**src/rtl/plc_rx_pkg.sv**
```systemverilog
package plc_rx_pkg;

  typedef enum logic [1:0] {
    ST_IDLE,
    ST_START,
    ST_DATA
  } rx_state_e;

  localparam int FLAG_LOCAL = 0;
  localparam int FLAG_ERR   = 1;

  // maps the 4-bit received house pattern to its index
  function automatic logic [3:0] house_of(input logic [3:0] c);
    logic [3:0] r;
    case (c)
      4'd0:  r = 4'd12;
      4'd1:  r = 4'd4;
      4'd2:  r = 4'd2;
      4'd3:  r = 4'd10;
      4'd4:  r = 4'd14;
      4'd5:  r = 4'd6;
      4'd6:  r = 4'd0;
      4'd7:  r = 4'd8;
      4'd8:  r = 4'd13;
      4'd9:  r = 4'd5;
      4'd10: r = 4'd3;
      4'd11: r = 4'd11;
      4'd12: r = 4'd15;
      4'd13: r = 4'd7;
      4'd14: r = 4'd1;
      default: r = 4'd9;
    endcase
    return r;
  endfunction

  // key patterns: even codes reuse the house map, odd codes are the function range
  function automatic logic [4:0] key_of(input logic [4:0] c);
    return c[0] ? {1'b1, c[4:1]} : {1'b0, house_of(c[4:1])};
  endfunction

endpackage

```
**src/rtl/plc_rx_edge.sv**
```systemverilog
module plc_rx_edge (
  input  logic clk,
  input  logic rst_n,
  input  logic rx_line,
  input  logic gate_off,
  output logic fall_o
);
  logic prev_q;

  always_ff @(posedge clk or negedge rst_n) begin
    if (!rst_n) prev_q <= 1'b1;
    else        prev_q <= rx_line;
  end

  assign fall_o = prev_q & ~rx_line & ~gate_off;
endmodule

```
**src/rtl/plc_span_class.sv**
```systemverilog
module plc_span_class #(
  parameter int TS_W       = 16,
  parameter int HALF_US    = 8333,
  parameter int TOL_US     = 1388,
  parameter int MIN_GAP_US = 1500
) (
  input  logic [TS_W-1:0] now_us,
  input  logic [TS_W-1:0] ref_us,
  output logic            gap_ok,
  output logic [3:1]      in_win
);
  localparam int DW = TS_W + 3;
  localparam logic signed [DW-1:0] TOLV = DW'(TOL_US);

  logic [TS_W-1:0] delta;
  logic signed [DW-1:0] dv;

  assign delta  = now_us - ref_us;   // modulo the timestamp width
  assign dv     = signed'({3'b000, delta});
  assign gap_ok = delta >= TS_W'(MIN_GAP_US);

  for (genvar k = 1; k <= 3; k++) begin : g_win
    localparam logic signed [DW-1:0] CENTER = DW'(k * HALF_US);
    logic signed [DW-1:0] diff;
    logic signed [DW-1:0] mag;
    assign diff      = dv - CENTER;
    assign mag       = (diff < 0) ? -diff : diff;
    assign in_win[k] = mag < TOLV;
  end
endmodule

```
**src/rtl/plc_rx_silence.sv**
```systemverilog
module plc_rx_silence #(
  parameter int TS_W     = 16,
  parameter int LIMIT_US = 50000
) (
  input  logic            clk,
  input  logic            rst_n,
  input  logic [TS_W-1:0] now_us,
  input  logic            restart,
  output logic            expired
);
  localparam int SW = TS_W + $clog2(LIMIT_US + 1);
  localparam logic [SW-1:0] LIM = SW'(LIMIT_US);

  logic [SW-1:0]   acc_q;
  logic [SW-1:0]   sum;
  logic [TS_W-1:0] prev_q;
  logic [TS_W-1:0] step;

  assign step    = now_us - prev_q;
  assign sum     = acc_q + SW'(step);
  assign expired = acc_q >= LIM;

  always_ff @(posedge clk or negedge rst_n) begin
    if (!rst_n) begin
      acc_q  <= '0;
      prev_q <= '0;
    end else begin
      prev_q <= now_us;
      if (restart)         acc_q <= '0;
      else if (sum >= LIM) acc_q <= LIM;
      else                 acc_q <= sum;
    end
  end
endmodule

```
**src/rtl/plc_frame_rx.sv**
```systemverilog
module plc_frame_rx
  import plc_rx_pkg::*;
#(
  parameter int TS_W          = 16,
  parameter int HALF_US       = 8333,
  parameter int MIN_GAP_US    = 1500,
  parameter int SILENCE_US    = 50000,
  parameter int FRAME_HALVES  = 22
) (
  input  logic            clk,
  input  logic            rst_n,
  input  logic            rx_line,
  input  logic            zc_level,
  input  logic [TS_W-1:0] now_us,
  input  logic            tx_busy,
  input  logic            rx_disable,
  output logic            out_valid,
  output logic [7:0]      out_flags,
  output logic [7:0]      out_house,
  output logic [7:0]      out_key
);
  localparam int TOL_US  = HALF_US / 6;
  localparam int HOUSE_W = 4;
  localparam int KEY_W   = 5;
  localparam int CODE_W  = HOUSE_W + KEY_W;
  localparam int HC_W    = $clog2(FRAME_HALVES + 1);

  rx_state_e       state_q;
  logic [HC_W-1:0] hcnt_q;
  logic [CODE_W-1:0] code_q;
  logic [CODE_W-1:0] code_n;
  logic            last_bit_q;
  logic            rphase_q;
  logic            local_q;
  logic [TS_W-1:0] last_ts_q;
  logic            busy_q;

  logic            fall;
  logic            gap_ok;
  logic [3:1]      in_win;
  logic            expired;
  logic            accept;
  logic            timeout;
  logic            take;
  logic            start_ok;
  logic            bit_val;
  logic            bit_bad;

  plc_rx_edge u_edge (
    .clk      (clk),
    .rst_n    (rst_n),
    .rx_line  (rx_line),
    .gate_off (rx_disable),
    .fall_o   (fall)
  );

  plc_span_class #(
    .TS_W       (TS_W),
    .HALF_US    (HALF_US),
    .TOL_US     (TOL_US),
    .MIN_GAP_US (MIN_GAP_US)
  ) u_span (
    .now_us (now_us),
    .ref_us (last_ts_q),
    .gap_ok (gap_ok),
    .in_win (in_win)
  );

  plc_rx_silence #(
    .TS_W     (TS_W),
    .LIMIT_US (SILENCE_US)
  ) u_sil (
    .clk     (clk),
    .rst_n   (rst_n),
    .now_us  (now_us),
    .restart (take),
    .expired (expired)
  );

  assign busy_q   = state_q != ST_IDLE;
  assign timeout  = busy_q && expired;
  assign accept   = fall && (!busy_q || gap_ok);
  assign take     = accept && !timeout;
  assign start_ok = in_win[1] && (zc_level != rphase_q);
  assign code_n   = {code_q[CODE_W-2:0], bit_val};

  // bit inference from the gap, relative to the previous bit
  always_comb begin
    bit_val = 1'b0;
    bit_bad = 1'b0;
    if (last_bit_q) begin
      if (in_win[2])      bit_val = 1'b1;
      else if (in_win[3]) bit_val = 1'b0;
      else                bit_bad = 1'b1;
    end else begin
      if (in_win[1])      bit_val = 1'b1;
      else if (in_win[2]) bit_val = 1'b0;
      else                bit_bad = 1'b1;
    end
  end

  always_ff @(posedge clk or negedge rst_n) begin
    if (!rst_n) begin
      state_q    <= ST_IDLE;
      hcnt_q     <= '0;
      code_q     <= '0;
      last_bit_q <= 1'b0;
      rphase_q   <= 1'b0;
      local_q    <= 1'b0;
      last_ts_q  <= '0;
      out_valid  <= 1'b0;
      out_flags  <= '0;
      out_house  <= '0;
      out_key    <= '0;
    end else begin
      out_valid <= 1'b0;
      if (timeout) begin
        state_q <= ST_IDLE;
        if (hcnt_q > HC_W'(1)) begin
          out_valid <= 1'b1;
          out_flags <= {6'b0, 1'b1, local_q};
          out_house <= '0;
          out_key   <= '0;
        end
      end else if (take) begin
        last_ts_q <= now_us;
        unique case (state_q)
          ST_IDLE: begin
            state_q  <= ST_START;
            hcnt_q   <= HC_W'(1);
            local_q  <= tx_busy;
            rphase_q <= zc_level;
          end
          ST_START: begin
            if (start_ok) begin
              rphase_q <= zc_level;
              if (hcnt_q == HC_W'(2)) begin
                // third start pulse: assume the silent trailing zero
                hcnt_q     <= HC_W'(4);
                last_bit_q <= 1'b1;
                code_q     <= '0;
                state_q    <= ST_DATA;
              end else begin
                hcnt_q <= hcnt_q + HC_W'(1);
              end
            end else begin
              state_q <= ST_IDLE;
            end
          end
          default: begin
            if (bit_bad) begin
              state_q   <= ST_IDLE;
              out_valid <= 1'b1;
              out_flags <= {6'b0, 1'b1, local_q};
              out_house <= '0;
              out_key   <= '0;
            end else begin
              code_q     <= code_n;
              last_bit_q <= bit_val;
              hcnt_q     <= hcnt_q + HC_W'(2);
              if (hcnt_q + HC_W'(2) == HC_W'(FRAME_HALVES)) begin
                state_q   <= ST_IDLE;
                out_valid <= 1'b1;
                out_flags <= {6'b0, 1'b0, local_q};
                out_house <= {4'b0, house_of(code_n[CODE_W-1:KEY_W])};
                out_key   <= {3'b0, key_of(code_n[KEY_W-1:0])};
              end
            end
          end
        endcase
      end
    end
  end
endmodule

```
**config.mk**
```make
export PLATFORM = sky130hd
export DESIGN_NAME = plc_frame_rx
export DESIGN_NICKNAME = d
export VERILOG_FILES = /design/src/rtl/plc_rx_pkg.sv /design/src/rtl/plc_rx_edge.sv /design/src/rtl/plc_span_class.sv /design/src/rtl/plc_rx_silence.sv /design/src/rtl/plc_frame_rx.sv
export SDC_FILE = /design/constraint.sdc
export NUM_CORES = 1
export LEC_CHECK = 0
export BUFFER_PORTS_ARGS = -buffer_cell sky130_fd_sc_hd__buf_4
export CORE_ASPECT_RATIO = 0.7
export CORE_UTILIZATION = 64
export DETAILED_ROUTE_END_ITERATION = 12
export MAX_ROUTING_LAYER = met4
export PLACE_DENSITY = 0.8
export REMOVE_ABC_BUFFERS = 1
export SKIP_LAST_GASP = 1
export SLEW_MARGIN = 20
export SYNTH_ARGS = -nofsm -noshare
export SYNTH_HDL_FRONTEND = slang
export SYNTH_SLANG_ARGS = --single-unit
```
**constraint.sdc**
```tcl
create_clock -name clk -period 6 [get_ports clk]
set_input_delay 0.9 -clock clk [delete_from_list [all_inputs] [get_ports clk]]
set_output_delay 0.9 -clock clk [all_outputs]
set_load 0.05 [all_outputs]
```
=== Word level (Yosys, flattened, before mapping) ===
Memory sizes are Yosys's and may differ from the RTL's.
Cells that the tools add are included.

* Word-level logic and storage cells: 133
* Memories: 2
* Input port bits: 22
* Memory bits (read-only): 128
* Register bits: 108

{| class="wikitable"
|+ Memories
! name !! words !! width !! rd ports !! clocked after memory_dff !! wr ports !! RTL line !! source
|-
| (name not given) || 16 || 4 || 1 || 0 || 0 || plc_rx_pkg.sv:15 || <nowiki>case (c)</nowiki>
|-
| (name not given) || 16 || 4 || 1 || 0 || 0 || plc_rx_pkg.sv:15 ||
|}

* Bitwise gates (word level): 6
* Eq/ne operators: 11
* Multiplexer cells: 58
* Add/sub/neg operators: 11
* $lt $le $gt $ge: 10
* Reduce and logical (&&, ||, !) cells: 21

{| class="wikitable"
|+ Operators with widths
! operator !! number
|-
| 2-to-1 mux 8 bit || 20
|-
| >= comparator 32 x 16 -> 1 bit, second input constant || 2
|-
| 2-to-1 mux 32 bit || 2
|-
| < comparator 19 x 12 -> 1 bit, second input constant || 3
|-
| 2-to-1 mux 19 bit || 3
|-
| negator 17 -> 19 bit || 3
|-
| < comparator 17 x 1 -> 1 bit, second input constant || 3
|-
| subtractor 16 x 15 -> 17 bit, second input constant || 2
|-
| adder 32 x 16 -> 32 bit || 1
|-
| subtractor 16 bit || 2
|-
| 2-to-1 mux 5 bit || 4
|-
| 2-to-1 mux 1 bit || 18
|-
| subtractor 16 x 14 -> 17 bit, second input constant || 1
|-
| >= comparator 16 x 11 -> 1 bit, second input constant || 1
|-
| one-hot mux 8 bit (2 select lines) || 1
|-
| 2-to-1 mux 2 bit || 6
|-
| AND reduction 4 bit || 3
|-
| one-hot mux 5 bit (2 select lines) || 1
|-
| inequality test 2 x 1 -> 1 bit, second input constant || 3
|-
| AND reduction 3 bit || 2
|-
| AND reduction 6 bit || 1
|-
| nonzero test 2 bit || 3
|-
| adder 5 x 1 -> 5 bit, second input constant || 1
|-
| adder 5 x 2 -> 5 bit, second input constant || 1
|-
| 20 further kinds || 30
|}

=== Longest topological paths before layout ===
* Depth in word-level cells: 13
* Mapped depth: 29

=== Cells and area by module ===
From an unflattened synthesis, not the netlist that was laid out.

* Cells, all modules: 1223
* Area, all modules: 9821.9 µm²

{| class="wikitable"
|+ By module, submodules not included
! module !! instances !! area an instance (µm²) !! cells an instance
|-
| plc_span_class || 1 || 3886.2 || 569
|-
| plc_rx_silence || 1 || 3493.4 || 396
|-
| plc_frame_rx || 1 || 2403.6 || 256
|-
| plc_rx_edge || 1 || 38.8 || 2
|}

=== Least setup slack after synthesis ===
Ideal clock, no wire load.

* Path kind: input -> register
* Start: input port now_us[0]
* End: register u_sil.acc_q[14]
* Required time: 5.859 ns
* Slack: 0.113 ns
* Data arrival time: 5.746 ns
* Stages on the path: 29
* Library setup time: 0.141 ns
* Path buffers: 0
* Cells stage by stage: inv_1 ha_1 inv_1 fa_1 a21o_1 a21oi_1 o21ai_0 a21oi_1 o21ai_0 a21oi_1 o21ai_0 a21oi_1 nor2b_1 o21a_1 o21ai_0 nand2b_1 a21oi_1 xnor2_1 ha_1 o21ai_0 nand2b_1 a21o_1 a41oi_1 nor4_1 nor3_1 a31oi_1 or4_1 nor3_1 a21oi_1

* Cells in the longest elaborated chain, start to end: 6

{| class="wikitable"
|+ RTL lines
! element !! RTL line !! source
|-
| start: declaration || plc_frame_rx.sv:14 || <nowiki>input logic [TS_W-1:0] now_us,</nowiki>
|-
| branches (longest 5 deep; another with adder 32 x 16 -> 32 bit) || - ||
|-
| 2-to-1 mux 32 bit (*) || plc_rx_silence.sv:29 || <nowiki>if (restart) acc_q <= '0;</nowiki>
|-
| end signal: assignment || plc_rx_silence.sv:31 || <nowiki>else acc_q <= sum;</nowiki>
|-
| end: declaration || plc_rx_silence.sv:14 || <nowiki>logic [SW-1:0] acc_q;</nowiki>
|}

Every way passes the cells marked *.
A chain may end at the register's enable or synchronous reset.

=== Worst setup path in the final report ===
* Start: input port now_us[0]
* End: register last_bit_q

* Cells in the longest elaborated chain, start to end: 10

{| class="wikitable"
|+ RTL lines
! element !! RTL line !! source
|-
| subtractor 16 bit (*) || plc_span_class.sv:18 || <nowiki>assign delta = now_us - ref_us;</nowiki>
|-
| subtractor 16 x 15 -> 17 bit || plc_span_class.sv:26 || <nowiki>assign diff = dv - CENTER;</nowiki>
|-
| negator 17 -> 19 bit or < comparator 17 x 1 -> 1 bit (tied branches) || plc_span_class.sv:27 || <nowiki>assign mag = (diff < 0) ? -diff : diff;</nowiki>
|-
| 2-to-1 mux 19 bit || plc_span_class.sv:27 ||
|-
| < comparator 19 x 12 -> 1 bit || plc_span_class.sv:28 || <nowiki>assign in_win[k] = mag < TOLV;</nowiki>
|-
| 2-to-1 mux 1 bit, on equally long branches || plc_frame_rx.sv:97, plc_frame_rx.sv:93 ||
|-
| 2-to-1 mux 1 bit, on equally long branches || plc_frame_rx.sv:96, plc_frame_rx.sv:92 ||
|-
| 2-to-1 mux 1 bit || plc_frame_rx.sv:91 || <nowiki>if (last_bit_q) begin</nowiki>
|-
| inequality test 2 x 1 -> 1 bit (no source line) || - ||
|-
| AND reduction 6 bit (no source line) || - ||
|-
| end signal: assignment || plc_frame_rx.sv:159 || <nowiki>last_bit_q <= bit_val;</nowiki>
|-
| end: declaration || plc_frame_rx.sv:32 || <nowiki>logic last_bit_q;</nowiki>
|}

Every way passes the cells marked *; elsewhere a longest branch is shown, timed or not. The select of a mux whose other input is x is not followed.

==> results.py <==
metrics = {
    "drt": {
        "via_per_inst": 6.38,
        "remaining_drc_errors": 0,
        "vias": 9646,
        "avgRoutedWirePerCell_um": 17.8,
        "final_antenna_net_count": 0,
        "drt-total-wl_mm": 27.0,
        "drt_iter0_drc": 1034,
        "first_pass_iters": 6,
    },
    "min_path": {
        "worstHoldPathType": "in -> async",
    },
    "cells_and_area": {
        "fill_cells": 1036,
        "drive_above_1_share_pct": 18.6,
        "multiInputGateArea_mm2": 0.00674,
        "final_nets": 1403,
        "final_common_cell": "buf_4",
        "regArea_mm2": 0.00238,
        "area_delta_synth_final_pct": 17.6,
        "mostFrequentLayoutCells": "buf_4, nand2_1, dfrtp_1, nor2_1, a21oi_1",
    },
    "synth": {
        "syn_avg_cell_area_um2": 8.05,
        "synth-edff-count": 0,
        "synth_area_mm2": 0.00950,
        "synth_top_family_by_area": "compound AO/OA/AOI/OAI gates",
        "yosysSeqAreaShare_pct": 25.0,
        "synth_top_flop_cell": "dfrtp_1",
        "synth-seq-cells": 95,
        "synthDistinctLibCells": 108,
        "synthXorXnorAreaFrac_pct": 7.09,
        "synthArstFlopShare_pct": 100,
        "synth_mux_area_share_pct": 2.82,
        "synth_compound_area_share_pct": 27.5,
        "yosys.area_share.simple_pct": 22.6,
        "yosysWarnings": 0,
        "synth-adder-area-share_pct": 8.80,
        "netlist_instances": 1180,
    },
    "critical_path": {
        "required_ns": 6.22,
        "cp_max_fo": 9,
        "worst-path-buf-inv": 7,
        "critPathCaptureType": "register",
        "worst-setup-path-type": "in -> reg",
        "worstPathArrival_ns": 5.99,
        "cp-start-kind": "primary input",
        "cpMostUsedCell": "buf_4",
        "crit_family": "compound AO/OA/AOI/OAI gates",
        "crit_path_cell_trace": "buf_4 > inv_1 > buf_4 > ha_1 > inv_1 > fa_1 > a211o_1 > a221oi_4 > buf_4 > o21a_2 > xor2_2 > nand2_1 > nor4_1 > o31ai_4 > nor4_1 > a21oi_1 > o221ai_1 > a211oi_1 > buf_4 > a211o_2 > buf_4 > a22oi_2 > a22oi_1",
        "slowest_stage": "nor4_1",
        "critPathMaxStageDelay_ns": 0.55,
    },
    "sta": {
        "fin_crit_ns": 5.77,
        "relSlewSlack_pct": 38.5,
        "worst_pin_slew_ns": 0.918,
        "final.period_utilization_pct": 96.2,
        "setup_tns_ns": 0,
        "skew_ns": 0.0150,
        "rsz0062_at_grt": "yes",
        "hold_violations": 0,
        "drv_slew": 0,
        "finalSetupViolations": 0,
        "fmax_mhz": 173,
    },
    "pwr": {
        "p_switching_uw": 3220,
        "peakVddDrop_mv": 0.437,
        "p_seq_share_pct": 12.7,
        "power_density_mw_per_mm2": 548,
        "p_leak_uw": 0.00488,
        "p_total_uw": 6120,
        "switching_share_pct": 52.6,
        "p_int_uw": 2900,
        "p_clk_share_pct": 10.0,
        "combPwrFrac_pct": 77.3,
    },
    "placed_design": {
        "portBuffers": 33,
        "dp_hpwl_mm": 20.3,
        "gp_congestion": 0.996,
    },
    "global_routing": {
        "top_usage_layer": "met2",
        "grt-ovfl-total": 0,
        "grt_pass1_vias": 9018,
        "grt_antenna_before_repair": 2,
        "gr-usage-met3_pct": 6.80,
        "grt_use_met2_pct": 53.3,
        "grt_pass1_wl_mm": 44.5,
        "grt_use_total_pct": 36.6,
        "grt_max_degree": 81,
        "grtUsageMet1_pct": 52.6,
    },
    "floorplanning": {
        "core-area_mm2": 0.0142,
        "chipHeight_um": 104,
        "io_pins": 47,
        "initial_utilization_pct": 66.9,
        "die_area_mm2": 0.0153,
        "rows": 36,
        "die_w_um": 148,
    },
    "cts": {
        "htree_levels": 3,
        "root_buffer": "clkbuf_16",
        "cts.sinks": 95,
        "clock_path_buffers": 2,
        "cts_buffers": 9,
        "cts_tree": "done",
        "holdBufCountCts": 0,
        "clock_latency_ns": 0.36,
        "clkTransAtPathRegs_ns": 0.08,
    },
    "job": {
        "cap_violations": 0,
    },
    "run_status": {
        "status": "completed",
    },
}
[registers in the layout (all words and copies together), names as in the netlist, 4 cells and up]
signal	count
code_q	8
hcnt_q	5
last_ts_q	16
out_house	4
out_key	5
u_sil.acc_q	32
u_sil.prev_q	16
[final timing paths]
check,startpoint,end,slack (ns),depth (start not counted)
max,now_us[0],last_bit_q$_DFFE_PN0P_,0.23,23
min,rst_n,u_sil.acc_q[28]$_DFF_PN0_,0.38,1
max reg2reg,u_sil.prev_q[1]$_DFF_PN0_,u_sil.acc_q[9]$_DFF_PN0_,0.62,26
min reg2reg,out_key[2]$_DFFE_PN0P_,out_key[2]$_DFFE_PN0P_,0.50,1
max in group asynchronous,rst_n,u_sil.prev_q[4]$_DFF_PN0_,4.65,3
min in group clk,out_key[2]$_DFFE_PN0P_,out_key[2]$_DFFE_PN0P_,0.50,1
[area by class of cell]
type                    instances  share of cell area [%]
repair buffers                160                    11.0
clock inverters                 7                   0.773
diodes                          2                  0.0448
flip-flops and latches         95                    21.3
multi-input cells             981                    60.4
clock buffers                   9                    2.02
well taps                     190                    2.13
inverters                      69                    2.32
[synthesized netlist by cell type (all sizes together), types with 8 or more instances]
cell / n / share of area [%]
nand2: 107 / 4.2
nor2: 96 / 3.9
dfrtp: 94 / 25
o21ai: 88 / 4.7
a21oi: 83 / 4.5
inv: 69 / 2.7
ha: 62 / 8.2
xnor2: 56 / 5.4
nand3: 44 / 2.5
buf: 35 / 2.2
nor3: 35 / 2.2
clkbuf: 28 / 1.1
a211oi: 18 / 1.6
nand4: 18 / 1.2
nor4: 18 / 1.3
and2: 16 / 1.1
and3: 16 / 1.1
a21o: 14 / 1.1
a31oi: 14 / 0.99
o211ai: 14 / 1.2
o21a: 14 / 1.1
xor2: 14 / 1.4
mux2: 13 / 1.7
nand2b: 13 / 0.86
nor2b: 13 / 0.86
or3: 13 / 0.91
o2bb2ai: 12 / 1.2
mux2i: 11 / 1.2
o31ai: 11 / 1.2
a211o: 9 / 0.84
a22oi: 9 / 0.76
a21boi: 8 / 0.63
a22o: 8 / 0.74
or2: 8 / 0.53
[power by group through the flow]
stage               registers [uW]  logic (uW)  clock network, uW
finish                         776        4730                613
global route                   786        5110                641
CTS                            776        4560                611
detailed placement             788        4520                  0
global placement               783        4460                  0
floorplan                      836        2930                  0
[cell families (layout without fill, tap and decap cells)]
group,Yosys count,after routing
DFF,95,95
other,1,31
AOI/OAI and AO/OA,373,373
and+or+nand+nor,419,419
buffers and inverters,132,245
muxes,24,24
adders and majority gates,65,65
xor gates and xnor gates,71,71
[worst reg2reg max path: cells and delay by family, from the launching register on]
kind            cells  cell delay [ns]
compound gates     14             2.30
simple gates        5             1.34
flops               1             0.37
xor+xnor            2             0.33
fa+ha+maj           2             0.46
buf+inv             3             0.45
[layer usage]
metal / part of all wire (%) / wire [um]
met1: 46 / 12300
met3: 9.1 / 2440
met2: 43 / 11600
met5: 0 / 0
met4: 2.1 / 565
[metrics by stage]
step	util, %	cells	worst slack, ns	cell area, um^2	hold WS (ns)
2_1_floorplan	-	1145	-0.00517	9290	0.465
3_3_place_gp	75.6	1493	-0.274	10700	0.480
3_5_place_dp	75.6	1493	-0.495	10700	0.479
4_1_cts	78.0	1509	0.0261	11100	0.394
5_1_grt	78.7	1513	-0.0154	11200	0.393
6_report	78.7	1513	0.228	11200	0.384
[what timing repair did]
action                                  in CTS  in global routing
cloned                                       0                  0
endpoints found under the setup margin      16                 17
resized for setup                            4                 23
pin swaps                                    0                  4
setup buffers                                0                  1
No activity file was read; power rests on OpenSTA's default activity.
